==> src/rtl/instr_field_decoder_pkg.sv <==
package instr_field_decoder_pkg;

    localparam int WORD_W   = 32;
    localparam int OPC_W    = 6;
    localparam int REG_W    = 5;
    localparam int FUNCT_W  = 6;
    localparam int IMM_W    = 16;
    localparam int TARGET_W = WORD_W - OPC_W;
    localparam int ALU_W    = 4;

    localparam logic [REG_W-1:0] LINK_REG = REG_W'(31);

    // operation codes
    localparam logic [OPC_W-1:0] OP_REG  = 6'b000000;
    localparam logic [OPC_W-1:0] OP_J    = 6'b000010;
    localparam logic [OPC_W-1:0] OP_JAL  = 6'b000011;
    localparam logic [OPC_W-1:0] OP_BEQ  = 6'b000100;
    localparam logic [OPC_W-1:0] OP_BNE  = 6'b000101;
    localparam logic [OPC_W-1:0] OP_ADDI = 6'b001000;
    localparam logic [OPC_W-1:0] OP_SLTI = 6'b001010;
    localparam logic [OPC_W-1:0] OP_LUI  = 6'b001111;
    localparam logic [OPC_W-1:0] OP_LB   = 6'b100000;
    localparam logic [OPC_W-1:0] OP_LW   = 6'b100011;
    localparam logic [OPC_W-1:0] OP_SB   = 6'b101000;
    localparam logic [OPC_W-1:0] OP_SW   = 6'b101011;

    // function codes under OP_REG
    localparam logic [FUNCT_W-1:0] FN_JR  = 6'b001000;
    localparam logic [FUNCT_W-1:0] FN_ADD = 6'b100000;
    localparam logic [FUNCT_W-1:0] FN_SUB = 6'b100010;
    localparam logic [FUNCT_W-1:0] FN_AND = 6'b100100;
    localparam logic [FUNCT_W-1:0] FN_OR  = 6'b100101;
    localparam logic [FUNCT_W-1:0] FN_SLT = 6'b101010;

    typedef enum logic [1:0] {FMT_REG = 2'd0, FMT_IMM = 2'd1, FMT_JMP = 2'd2} fmt_e;
    typedef enum logic [1:0] {DST_RT = 2'd0, DST_RD = 2'd1, DST_LINK = 2'd2} dst_e;
    typedef enum logic [1:0] {WB_ALU = 2'd0, WB_MEM = 2'd1, WB_PC4 = 2'd2} wb_e;
    typedef enum logic [ALU_W-1:0] {
        ALU_ADD = 4'd0, ALU_SUB = 4'd1, ALU_AND = 4'd2,
        ALU_OR  = 4'd3, ALU_SLT = 4'd4, ALU_LUI = 4'd5
    } alu_e;

    typedef struct packed {
        fmt_e                fmt;
        logic [OPC_W-1:0]    opcode;
        logic [REG_W-1:0]    rs;
        logic [REG_W-1:0]    rt;
        logic [REG_W-1:0]    rd;
        logic [REG_W-1:0]    shamt;
        logic [FUNCT_W-1:0]  funct;
        logic [WORD_W-1:0]   imm;
        logic [TARGET_W-1:0] target;
    } fields_t;

    typedef struct packed {
        logic reg_write;
        dst_e dst_sel;
        logic alu_src_imm;
        alu_e alu_op;
        logic mem_read;
        logic mem_write;
        logic mem_byte;
        logic branch;
        logic branch_ne;
        logic jump;
        logic jump_reg;
        logic link;
        wb_e  wb_sel;
        logic illegal;
    } ctrl_t;

    typedef struct packed {
        fields_t          f;
        ctrl_t            c;
        logic [REG_W-1:0] dst_reg;
    } dec_out_t;

endpackage

==> src/rtl/instr_field_splitter.sv <==
module instr_field_splitter
    import instr_field_decoder_pkg::*;
(
    input  logic [WORD_W-1:0] word_i,
    output fields_t           fields_o
);
    localparam int OPC_LSB   = WORD_W - OPC_W;
    localparam int RS_LSB    = OPC_LSB - REG_W;
    localparam int RT_LSB    = RS_LSB - REG_W;
    localparam int RD_LSB    = RT_LSB - REG_W;
    localparam int SHAMT_LSB = RD_LSB - REG_W;

    logic [OPC_W-1:0] opc;

    always_comb begin
        opc                = word_i[WORD_W-1 -: OPC_W];
        fields_o.opcode    = opc;
        fields_o.rs        = word_i[RS_LSB +: REG_W];
        fields_o.rt        = word_i[RT_LSB +: REG_W];
        fields_o.rd        = word_i[RD_LSB +: REG_W];
        fields_o.shamt     = word_i[SHAMT_LSB +: REG_W];
        fields_o.funct     = word_i[FUNCT_W-1:0];
        fields_o.imm       = {{(WORD_W-IMM_W){word_i[IMM_W-1]}}, word_i[IMM_W-1:0]};
        fields_o.target    = word_i[TARGET_W-1:0];
        if (opc == OP_REG)
            fields_o.fmt = FMT_REG;
        else if (opc == OP_J || opc == OP_JAL)
            fields_o.fmt = FMT_JMP;
        else
            fields_o.fmt = FMT_IMM;
    end
endmodule

==> src/rtl/instr_ctrl_decoder.sv <==
module instr_ctrl_decoder
    import instr_field_decoder_pkg::*;
(
    input  logic [OPC_W-1:0]   opcode_i,
    input  logic [FUNCT_W-1:0] funct_i,
    output ctrl_t              ctrl_o
);
    ctrl_t c;

    always_comb begin
        c = '0;
        unique case (opcode_i)
            OP_REG: begin
                c.reg_write = 1'b1;
                c.dst_sel   = DST_RD;
                unique case (funct_i)
                    FN_ADD:  c.alu_op = ALU_ADD;
                    FN_SUB:  c.alu_op = ALU_SUB;
                    FN_AND:  c.alu_op = ALU_AND;
                    FN_OR:   c.alu_op = ALU_OR;
                    FN_SLT:  c.alu_op = ALU_SLT;
                    FN_JR: begin
                        c          = '0;
                        c.jump_reg = 1'b1;
                    end
                    default: c.illegal = 1'b1;
                endcase
            end
            OP_ADDI, OP_SLTI, OP_LUI: begin
                c.reg_write   = 1'b1;
                c.alu_src_imm = 1'b1;
                c.alu_op      = (opcode_i == OP_ADDI) ? ALU_ADD :
                                (opcode_i == OP_SLTI) ? ALU_SLT : ALU_LUI;
            end
            OP_LW, OP_LB: begin
                c.reg_write   = 1'b1;
                c.alu_src_imm = 1'b1;
                c.mem_read    = 1'b1;
                c.mem_byte    = (opcode_i == OP_LB);
                c.wb_sel      = WB_MEM;
            end
            OP_SW, OP_SB: begin
                c.alu_src_imm = 1'b1;
                c.mem_write   = 1'b1;
                c.mem_byte    = (opcode_i == OP_SB);
            end
            OP_BEQ, OP_BNE: begin
                c.branch    = 1'b1;
                c.branch_ne = (opcode_i == OP_BNE);
                c.alu_op    = ALU_SUB;
            end
            OP_J:   c.jump = 1'b1;
            OP_JAL: begin
                c.jump      = 1'b1;
                c.link      = 1'b1;
                c.reg_write = 1'b1;
                c.dst_sel   = DST_LINK;
                c.wb_sel    = WB_PC4;
            end
            default: c.illegal = 1'b1;
        endcase
        // an unknown encoding must leave no strobe behind
        if (c.illegal) begin
            c         = '0;
            c.illegal = 1'b1;
        end
        ctrl_o = c;
    end
endmodule

==> src/rtl/instr_field_decoder.sv <==
module instr_field_decoder
    import instr_field_decoder_pkg::*;
(
    input  logic                clk,
    input  logic                rst_n,
    input  logic [WORD_W-1:0]   instr_i,
    output logic [1:0]          fmt_o,
    output logic [OPC_W-1:0]    opcode_o,
    output logic [REG_W-1:0]    rs_o,
    output logic [REG_W-1:0]    rt_o,
    output logic [REG_W-1:0]    rd_o,
    output logic [REG_W-1:0]    shamt_o,
    output logic [FUNCT_W-1:0]  funct_o,
    output logic [WORD_W-1:0]   imm_o,
    output logic [TARGET_W-1:0] target_o,
    output logic [REG_W-1:0]    dst_reg_o,
    output logic                reg_write_o,
    output logic [1:0]          dst_sel_o,
    output logic                alu_src_imm_o,
    output logic [ALU_W-1:0]    alu_op_o,
    output logic                mem_read_o,
    output logic                mem_write_o,
    output logic                mem_byte_o,
    output logic                branch_o,
    output logic                branch_ne_o,
    output logic                jump_o,
    output logic                jump_reg_o,
    output logic                link_o,
    output logic [1:0]          wb_sel_o,
    output logic                illegal_o
);
    fields_t  fields;
    ctrl_t    ctrl;
    dec_out_t out_d, out_q;

    instr_field_splitter split_i (
        .word_i   (instr_i),
        .fields_o (fields)
    );

    instr_ctrl_decoder ctrl_i (
        .opcode_i (fields.opcode),
        .funct_i  (fields.funct),
        .ctrl_o   (ctrl)
    );

    always_comb begin
        out_d.f = fields;
        out_d.c = ctrl;
        unique case (ctrl.dst_sel)
            DST_RD:   out_d.dst_reg = fields.rd;
            DST_LINK: out_d.dst_reg = LINK_REG;
            default:  out_d.dst_reg = fields.rt;
        endcase
    end

    always_ff @(posedge clk) begin
        if (!rst_n) out_q <= '0;
        else        out_q <= out_d;
    end

    assign fmt_o         = out_q.f.fmt;
    assign opcode_o      = out_q.f.opcode;
    assign rs_o          = out_q.f.rs;
    assign rt_o          = out_q.f.rt;
    assign rd_o          = out_q.f.rd;
    assign shamt_o       = out_q.f.shamt;
    assign funct_o       = out_q.f.funct;
    assign imm_o         = out_q.f.imm;
    assign target_o      = out_q.f.target;
    assign dst_reg_o     = out_q.dst_reg;
    assign reg_write_o   = out_q.c.reg_write;
    assign dst_sel_o     = out_q.c.dst_sel;
    assign alu_src_imm_o = out_q.c.alu_src_imm;
    assign alu_op_o      = out_q.c.alu_op;
    assign mem_read_o    = out_q.c.mem_read;
    assign mem_write_o   = out_q.c.mem_write;
    assign mem_byte_o    = out_q.c.mem_byte;
    assign branch_o      = out_q.c.branch;
    assign branch_ne_o   = out_q.c.branch_ne;
    assign jump_o        = out_q.c.jump;
    assign jump_reg_o    = out_q.c.jump_reg;
    assign link_o        = out_q.c.link;
    assign wb_sel_o      = out_q.c.wb_sel;
    assign illegal_o     = out_q.c.illegal;
endmodule

==> config.mk <==
export PLATFORM = sky130hd
export DESIGN_NAME = instr_field_decoder
export DESIGN_NICKNAME = d
export VERILOG_FILES = /design/src/rtl/instr_field_decoder_pkg.sv /design/src/rtl/instr_field_splitter.sv /design/src/rtl/instr_ctrl_decoder.sv /design/src/rtl/instr_field_decoder.sv
export SDC_FILE = /design/constraint.sdc
export NUM_CORES = 1
export LEC_CHECK = 0
export ABC_AREA = 1
export BUFFER_PORTS_ARGS = -buffer_cell sky130_fd_sc_hd__buf_2
export CORE_MARGIN = 1
export CORE_UTILIZATION = 46
export DETAILED_ROUTE_END_ITERATION = 12
export PLACE_DENSITY = 0.85
export SLEW_MARGIN = 10
export SYNTH_ARGS = -nofsm -noshare
export SYNTH_HDL_FRONTEND = slang
export SYNTH_SLANG_ARGS = --single-unit
export TNS_END_PERCENT = 100
==> constraint.sdc <==
create_clock -name clk -period 3.32 [get_ports clk]
set_clock_uncertainty 0.2 [all_clocks]
set_input_delay 0.664 -clock clk [delete_from_list [all_inputs] [get_ports clk]]
set_output_delay 0.664 -clock clk [all_outputs]
set_load 0.01 [all_outputs]
Word-level counts from Yosys, hierarchy flattened
Index checks and enable logic that the tools add are counted.
- equality and inequality tests: 19
- $lt $le $gt $ge: 0
- muxes and demuxes: 22
- shifts and indexed selects: 0
- $add $sub $neg: 0
- multipliers: 0
- bitwise gates (word level): 2
- reductions and logical operators: 14
- divide/modulo/power cells: 0
- operator list (kind ; number):
    $eq 6x6->1 const B ; 9
    $eq 6x4->1 const B ; 4
    $mux 18 ; 1
    $pmux 1 s2 ; 7
    $eq 6x2->1 const B ; 2
    $eq 6x3->1 const B ; 2
    $mux 4 ; 3
    $pmux 3 s4 ; 1
    $pmux 4 s3 ; 1
    $reduce_or 2->1 ; 6
    $reduce_or 6->1 ; 2
    $reduce_or 11->1 ; 1
    $pmux 5 s2 ; 1
    $pmux 2 s2 ; 2
    $reduce_or 7->1 ; 1
    $logic_not 6->1 ; 1
    $pmux 2 s3 ; 1
    $reduce_or 3->1 ; 2
    $mux 1 ; 3
    $pmux 1 s3 ; 1
    $eq 2x1->1 const B ; 1
    $eq 2x2->1 const B ; 1
    $mux 2 ; 1
    $not 1->1 ; 2
    $logic_or 1x1->1 ; 1
- word-level logic and storage cells: 81
- memories kept: 0
- input port bits: 34
- output and inout port bits: 116
- latch bits: 0
- ROM bits: 0
- flip-flop bits (word level): 100
- memory bits (writable): 0

Logic depth before layout (Yosys ltp)
Gate-level depths: netlist of run 1.
- depth after elaboration: 7
- mapped depth: 12
- gate-level depth less buffers: 12

By module
From an unflattened synthesis of run 1, not the netlist that was laid out.
- cell total of the unflattened synthesis: 573
- area total of the unflattened synthesis: 4556.9 um2
- by module, submodules not included (module ; seq. area each (um2) ; cells an instance ; instances ; area an instance (um2)):
    instr_field_decoder ; 2322.2 ; 391 ; 1 ; 3450.8
    instr_field_splitter ; 0.0 ; 97 ; 1 ; 703.2
    instr_ctrl_decoder ; 0.0 ; 85 ; 1 ; 402.9

Least setup slack after synthesis of run 1
Ideal clock, no wire load.
- path kind: input port to flip-flop
- start: input instr_i[27]
- end: register out_q (netlist bit dst_reg_o[0])
- path buffers: 0
- required time: 2.981 ns
- setup time: 0.139 ns
- data arrival time: 2.029 ns
- stages: 9
- slack: 0.952 ns
- path through: nor2_1 -> nand3_2 -> nor2_4 -> nand3_2 -> nand2_2 -> nor2_2 -> ha_1 -> nor2_1 -> a221oi_1
- RTL lines (what ; RTL line ; source):
    start: declaration ; instr_field_decoder.sv:6 ; input logic [WORD_W-1:0] instr_i,
    end signal: assignment ; instr_field_decoder.sv:59 ; else out_q <= out_d;
    end: declaration ; instr_field_decoder.sv:34 ; dec_out_t out_d, out_q;

==> impl_results.md, run 1 <==
* H-tree Lvls at 2
* P per Cell Area at 469 nW/um2
* Final net count at 431
* Syn Nets at 340
* Resized Gates After CTS at 0
* Yosys top cell by area: dfxtp_1
* Hold Vio Cnt, Final at 0
* Sequential area share after synthesis at 46.4%
* Cts bufs inserted at 5
* Critical path launch point type: input pin
* Number of library cell types mapped by synthesis at 26
* Die width at 74.5 um
* Async SR Flop Fraction at 0%
* Antenna violations before repair at 0
* Top cells by count, synth: buf_4, inv_1, dfxtp_1, nand2_1, nor2_1
* Post-synth EDFFs at 0
* Cts hold-fix bufs at 0
* Synth Instances at 304
* PnR worst setup slack at 907 ps
* Top-area cell type share of the netlist area at 46.4%
* Hold path depth at 3
* Top post-synthesis cells by area: dfxtp_1, buf_4, inv_1
* Core Footprint at 5070 um2
* Hold/Removal Path Class: input pin to flop
* Count leader, synth: buf_4
* Critical-path maximum fanout at 7
* Clock slew at reported path FFs at 90 ps
* Pre-CTS worst setup slack at 602 ps
* I/O pin total at 150
* Full die area at 5540 um2
* #FFs+latches synth at 56
* Postcts setup bufs at 0
* CTS tree: built
* Ant. Diodes at 0
* DRT antenna net count at 0
* Total power at 0.00136 W
* WP data arrival at 2380 ps
* Avg Cell Area, Syn at 7.94 um2
* Period utilization at 72.7%
* Area growth syn-to-layout at 20.4%
* Synth warn at 0
* CTS sink cnt at 56
* Share of post-route cells with drive strength above 1 at 42.4%
* Setup total negative slack at 0 ps
* Max Freq at 0.414 GHz
* I/O Buffers at 148
* Avg Vias per Cell at 4.30
* Die Y at 74.5 um
* Fin crit period at 2410 ps
* First-pass GRT wire length at 7340 um
* Total grt overflow at 0
* Root Driver: clkbuf_8
* DPL Wire Length at 3800 um
* Initial Util at 47.6%
* Static leakage at 1.85 nW
* CTS max path bufs at 2
* Largest net degree at the start of global routing at 25
* Vias at 2005
* Main synth FF type: dfxtp_1
* GPL Wtd Cong at 0.849
* Critical Path RT at 3290 ps
* CP Capture Type: flop
* Post-Route Utilization at 57.3%
* Avg WL per Cell at 10.2 um
* Routed WL at 4750 um
* FP Rows at 26
* Area of the mapped netlist at 2410 um2
* CP Class: input pin to flop
* Worst VDD drop at 0.000236 V
* RSZ-0062 raised after global routing: no
* Final slew viol count at 0
* Global Route Usage Sum at 17.2%
* DRT iter0 DRCs at 37
* Drt pass-1 iters at 5
* Final setup vio count at 0
* Vias in the first global route at 1717
* # DRC at 0
* Outcome: finished, final reports clean
* Maxcap violations at 0
[per-stage QoR]
stage / cells / hold slack (ps) / area (um2)
after floorplan: 304 / 557 / 2410
after global placement: 458 / 645 / 2780
after detailed placement: 458 / 650 / 2780
after CTS: 466 / 334 / 2910
after global routing: 466 / 346 / 2910
final: 466 / 342 / 2910
[final timing paths]
kind / start / to / slack [ps]
max: instr_i[28] / dst_reg_o[4]$_SDFF_PN0_ / 910
min: instr_i[25] / target_o[25]$_SDFF_PN0_ / 340
[layout by cell type (no fill, tap or decap), types with 2 or more instances in the layout]
master    netlist  routed
nand3_2         2       2
nand2_1        51      51
a21oi_1         2       2
nor2_1         34      34
ha_1            2       2
o21ai_0         2       2
inv_1          59      59
buf_2           1     148
clkbuf_8        0       7
nand3_1        11      11
a221oi_1        5       5
nor2_2          3       3
nor2_4          2       2
dfxtp_1        56      56
[cell type report]
type | count | area, um2
Inverter | 59 | 221
Multi-Input combinational cell | 124 | 602
Tap cell | 70 | 87.6
Timing Repair Buffer | 149 | 748
Sequential cell | 56 | 1120
Fill cell | 497 | 2170
Clock inverter | 1 | 30.0
Clock buffer | 7 | 96.3
[report_power, final]
group          internal [W]  switching, W
Clock              0.000266      0.000202
Sequential         0.000699     0.0000126
Combinational     0.0000751      0.000109
Total               0.00104      0.000324
[cell families (layout without fill, tap and decap cells)]
group,after synthesis,after routing,share of synthesized area [%]
adders and majority gates,2,2,1.04
DFF,56,56,46.4
other,1,1,0.155
buffers and inverters,124,216,28.7
and+or+nand+nor,111,111,20.8
AOI/OAI and AO/OA,10,10,2.90
[flip-flops by register name, indices dropped and copies added (netlist names), 2 cells and up]
signal     flops
rt_o           4
rs_o           4
rd_o           4
funct_o        5
shamt_o        4
dst_reg_o      5
fmt_o          2
opcode_o       6
imm_o          2
dst_sel_o      2
target_o       3
alu_op_o       3
[critical path: stages]
cell	delay [ps]
buf_2	140
nor2_2	200
nand3_2	180
nor2_4	170
nand3_2	150
nand2_2	90
nor2_2	40
ha_1	340
nor2_1	280
a221oi_1	120
[metal layers]
layer  wire (um)  global-route usage, %
met1        1890                   18.1
met2        2540                   33.5
met3         313                   4.47
met4          12                   4.61
met5           0                      0
Power figures use the tool's default switching activity.
==> inputs of run 2 (changes only) <==
--- a/config.mk
+++ b/config.mk
@@ -8,9 +8,9 @@
 export ABC_AREA = 1
 export BUFFER_PORTS_ARGS = -buffer_cell sky130_fd_sc_hd__buf_2
 export CORE_MARGIN = 1
-export CORE_UTILIZATION = 46
+export CORE_UTILIZATION = 38
 export DETAILED_ROUTE_END_ITERATION = 12
-export PLACE_DENSITY = 0.85
+export PLACE_DENSITY = 0.75
 export SLEW_MARGIN = 10
 export SYNTH_ARGS = -nofsm -noshare
 export SYNTH_HDL_FRONTEND = slang
==> constraint.sdc (replaced) <==
create_clock -name clk -period 2.1 [get_ports clk]
set_clock_uncertainty 0.2 [all_clocks]
set_input_delay 0.42 -clock clk [delete_from_list [all_inputs] [get_ports clk]]
set_output_delay 0.42 -clock clk [all_outputs]
set_load 0.01 [all_outputs]
==> run 2 against run 1 <==
Net effect:
- critical path depth rose by 3
- largest cell class unchanged
- critical path type unchanged
- clock power rose by 59%
- combinational power rose by 77%
- clock-buffer cell count did not move
- critical endpoint is now dst_reg_o[1]$_SDFF_PN0_
==> impl_results.md, run 2 (same netlist as run 1, synthesis figures left out) <==
* FF+latch area at 1120 um2
* P per Cell Area at 695 nW/um2
* Initial Util at 40.1%
* CP Capture Type: flop
* FP Rows at 28
* Cts bufs inserted at 5
* Outcome: finished, final reports clean
* Commonest non-fill, non-tap cell in the layout: buf_2
* Avg Vias per Cell at 4.20
* Slowest stage delay, CP at 210 ps
* GPL Wtd Cong at 0.820
* Vias in the first global route at 1877
* Final slew viol count at 0
* Hold/Removal Path Class: input pin to flop
* Maxcap violations at 0
* Worst Hold Slack at 102 ps
* Setup total negative slack at 0 ps
* RSZ-0062 raised after global routing: no
* Critical path launch point type: input pin
* DRT antenna net count at 0
* Share of post-route cells with drive strength above 1 at 47.6%
* Routed WL at 5110 um
* Clock slew at reported path FFs at 90 ps
* Critical-path maximum fanout at 5
* DPL Wire Length at 4220 um
* Avg WL per Cell at 10.2 um
* Switch Pwr at 0.000521 W
* Fillers at 598
* Final setup vio count at 0
* Global Route Usage Sum at 15.8%
* Period utilization at 89.5%
* Postcts setup bufs at 0
* Switch share at 23.8%
* # DRC at 0
* Die Y at 81.7 um
* Internal power at 0.00167 W
* I/O Buffers at 148
* WP data arrival at 1850 ps
* Vias at 2095
* Comb power frac at 14.9%
* Core Footprint at 6030 um2
* Static leakage at 1.98 nW
* Hold Vio Cnt, Final at 0
* Pre-CTS worst setup slack at -240 ps
* Ant. Diodes at 0
* I/O pin total at 150
* Largest register FFs at 6
* Fin crit period at 1880 ps
* Full die area at 6680 um2
* CTS tree: built
* H-tree Lvls at 2
* Drt pass-1 iters at 4
* CTS sink cnt at 56
* Root Driver: clkbuf_8
* PnR worst setup slack at 221 ps
* Crit path top cell by count: inv_1
* CP Cell Sequence: buf_2 > inv_1 > nor2_2 > inv_1 > nor2_1 > nand2_1 > nand3_2 > nand2_2 > nor2_2 > inv_1 > ha_1 > nor2_4 > a221oi_1
* Placed insts at 491
* CP Class: input pin to flop
* Critical Path RT at 2070 ps
* Cts hold-fix bufs at 0
* Largest net degree at the start of global routing at 20
* Total grt overflow at 0
* Area growth syn-to-layout at 30.6%
* Antenna violations before repair at 0
* First-pass GRT wire length at 8050 um
* Final net count at 459
* Max Freq at 0.532 GHz
* Die width at 81.7 um
* Cell family with the largest share of critical-path delay: simple AND/OR/NAND/NOR gates
* Multi-input gate area at 632 um2
* Worst VDD drop at 0.000310 V
* Non-filler instance count after layout at 499
* Sequential power share at 51.3%
* CP max-delay cell: ha_1
* DRT iter0 DRCs at 32
* Most frequent cells in the layout: buf_2, inv_1, dfxtp_1
* CTS max path bufs at 2
* CP bufs+invs at 4
* Clock share of power at 33.9%
-- run 2: area by class of cell --
type / instances / share of cell area (%)
clock buffers: 7 / 3.06
clock inverters: 1 / 0.952
inverters: 59 / 7.02
multi-input cells: 124 / 20.0
flip-flops and latches: 56 / 35.6
well taps: 75 / 2.98
repair buffers: 177 / 30.4
-- run 2: final timing paths --
check                  start                       to  slack, ps  cells past startpoint
setup / recovery  instr_i[5]  dst_reg_o[1]$_SDFF_PN0_        220                     13
hold / removal    instr_i[7]    shamt_o[1]$_SDFF_PN0_        100                      3
-- run 2: per-stage QoR --
stage	power [W]	utilization, %	area, um2
2_1_floorplan	0.00137	-	2420
3_3_place_gp	0.00147	49.8	3000
3_5_place_dp	0.00148	49.8	3000
4_1_cts	0.00222	51.9	3130
5_1_grt	0.00230	52.3	3150
6_report	0.00219	52.3	3150
-- run 2: per-layer routing --
layer  global-route usage, %  wire (um)  vias to the layer above
met5                       0          0                        -
met4                    4.56         44                        0
met3                    4.44        371                        6
met2                    31.9       2780                       91
met1                    15.3       1920                      927
li1                        -          -                     1071
-- run 2: what timing repair did --
item | in CTS | in global routing
hold endpoints to repair | 0 | 0
endpoints found under the setup margin | 0 | 5
resized for setup | 0 | 8
-- run 2: power groups by stage --
stage                     logic (W)  clock network, W  registers, W
after detailed placement   0.000327                 0       0.00115
after global routing       0.000366          0.000804       0.00113
final                      0.000326          0.000742       0.00112
after CTS                  0.000328          0.000768       0.00113
after floorplan            0.000195                 0       0.00117
after global placement     0.000322                 0       0.00115
==> inputs of run 3 (changes only) <==
--- a/config.mk
+++ b/config.mk
@@ -6,11 +6,11 @@
 export NUM_CORES = 1
 export LEC_CHECK = 0
 export ABC_AREA = 1
-export BUFFER_PORTS_ARGS = -buffer_cell sky130_fd_sc_hd__buf_2
 export CORE_MARGIN = 1
-export CORE_UTILIZATION = 38
+export CORE_UTILIZATION = 46
 export DETAILED_ROUTE_END_ITERATION = 12
-export PLACE_DENSITY = 0.75
+export DONT_BUFFER_PORTS = 1
+export PLACE_DENSITY = 0.63
 export SLEW_MARGIN = 10
 export SYNTH_ARGS = -nofsm -noshare
 export SYNTH_HDL_FRONTEND = slang
==> run 3 against run 2 <==
Net effect:
- total power decreased by 5.9%
- setup slack got worse by 52 ps
- hold slack got worse by 93 ps
- cell area decreased by 19%
- sequential power increased by 5%
- die area decreased by 17%
- first-iteration DRC count increased by 16%
- combinational power decreased by 50%
- fmax decreased by 2.7%
- sequential share of layout area increased by 8.5 points
- non-clock buffer count decreased by 136
- critical path type unchanged
==> impl_results.md, run 3 (same netlist as run 1, synthesis figures left out) <==
* I/O Buffers at 0
* Area growth syn-to-layout at 5.39%
* CP Capture Type: flop
* Fin crit period at 1930 ps
* Core Footprint at 5070 um2
* Full die area at 5540 um2
* Final net count at 323
* Largest net degree at the start of global routing at 29
* Critical-path maximum fanout at 6
* Total grt overflow at 0
* Critical path launch point type: input pin
* CP Class: input pin to flop
* CP max-delay cell: ha_1
* Clock slew at reported path FFs at 100 ps
* Most frequent cells in the layout: inv_1, dfxtp_1, nand2_1
* Period utilization at 91.9%
* H-tree Lvls at 2
* Initial Util at 47.6%
* GPL Wtd Cong at 0.803
* Antenna violations before repair at 0
* Vias in the first global route at 1530
* Vias at 1637
* Largest register FFs at 6
* CP Cell Sequence: nor2_1 > nand3_2 > nor2_4 > nand3_2 > nand2_2 > nor2_2 > ha_1 > nor2_2 > a221oi_1
* Die width at 74.5 um
* Routed WL at 4760 um
* Cell family with the largest share of critical-path delay: simple AND/OR/NAND/NOR gates
* PnR worst setup slack at 169 ps
* Total power at 0.00206 W
* CP bufs+invs at 0
* P per Cell Area at 810 nW/um2
* DRT iter0 DRCs at 37
* Critical Path RT at 2100 ps
* Postcts setup bufs at 0
* CTS max path bufs at 2
* Share of post-route cells with drive strength above 1 at 12.2%
* I/O pin total at 150
* Placed inst area at 2150 um2
* Root Driver: clkbuf_8
* Final setup vio count at 0
* Worst VDD drop at 0.000364 V
* Ant. Diodes at 0
* Placed insts at 323
* Avg WL per Cell at 13.3 um
* # DRC at 0
* Non-filler instance count after layout at 358
* Global Route Usage Sum at 17.3%
* Maxcap violations at 0
* CTS sink cnt at 56
* Avg Vias per Cell at 4.57
* First-pass GRT wire length at 6980 um
* Fillers at 496
* CTS tree: built
* Die Y at 74.5 um
* RSZ-0062 raised after global routing: no
* WP data arrival at 1930 ps
* DRT antenna net count at 0
* Worst Hold Slack at 9.20 ps
* Static leakage at 1.32 nW
* Commonest non-fill, non-tap cell in the layout: inv_1
* Drt pass-1 iters at 4
* Hold/Removal Path Class: input pin to flop
* Max Freq at 0.518 GHz
* Finished Cell Area at 2540 um2
* Pre-CTS worst setup slack at -151 ps
* Hold Vio Cnt, Final at 0
* FP Rows at 26
* Cts bufs inserted at 5
* Outcome: finished, final reports clean
* DPL Wire Length at 3270 um
* Final slew viol count at 0
* Slowest stage delay, CP at 390 ps
==> run 3: changes by cell type in the layout (fill, tap and decap cells not counted), moves of 3 or more <==
| cell | before | now |
|---|---|---|
| buf_2 | 148 | 0 |
| buf_4 | 29 | 13 |
| dlygate4sd3_1 | 0 | 27 |
| nor2_1 | 29 | 33 |
| nor2_2 | 7 | 4 |
==> run 3: path summary, 6_finish.rpt <==
| kind | startpoint | end | cells after the start |
|---|---|---|---|
| worst max-delay path | instr_i[27] | dst_reg_o[4]$_SDFF_PN0_ | 9 |
| worst min-delay path | rst_n | rs_o[2]$_SDFF_PN0_ | 2 |
==> run 3: cell type report <==
class / instances / area [um2] / share of cell area, %
Clock buffer: 6 / 82.6 / 3.24
Clock inverter: 2 / 38.8 / 1.52
Inverter: 59 / 221 / 8.70
Multi-Input combinational cell: 124 / 604 / 23.7
Sequential cell: 56 / 1120 / 44.1
Tap cell: 70 / 87.6 / 3.44
Timing Repair Buffer: 41 / 388 / 15.2
==> run 3: stage by stage <==
step	util, %	setup TNS, ps
after CTS	49.2	0
after global routing	50.1	0
after floorplan	-	0
after detailed placement	42.4	-594
after global placement	42.4	-257
final	50.1	0
==> run 3: routing by layer <==
metal	global-route usage [%]	up-vias	share of wire [%]	wire length (um)
met5	0	-	0	0
met4	6.08	0	1.4	69
met3	5.56	8	7.6	363
met2	33.2	85	53	2510
met1	17.2	744	38	1820
li1	-	800	-	-
==> run 3: where the power goes <==
| part | leakage [nW] | switching (W) | internal (W) | total [W] |
|---|---|---|---|---|
| clock | 0.0614 | 0.000333 | 0.000390 | 0.000723 |
| combinational | 0.797 | 0.0000832 | 0.0000801 | 0.000163 |
| sequential | 0.463 | 0.0000710 | 0.00111 | 0.00118 |
==> run 3: repair_timing <==
item | 4_1_cts | 5_1_grt
gates resized for setup | 0 | 0
hold endpoints to repair | 17 | 4
hold buffers | 22 | 5
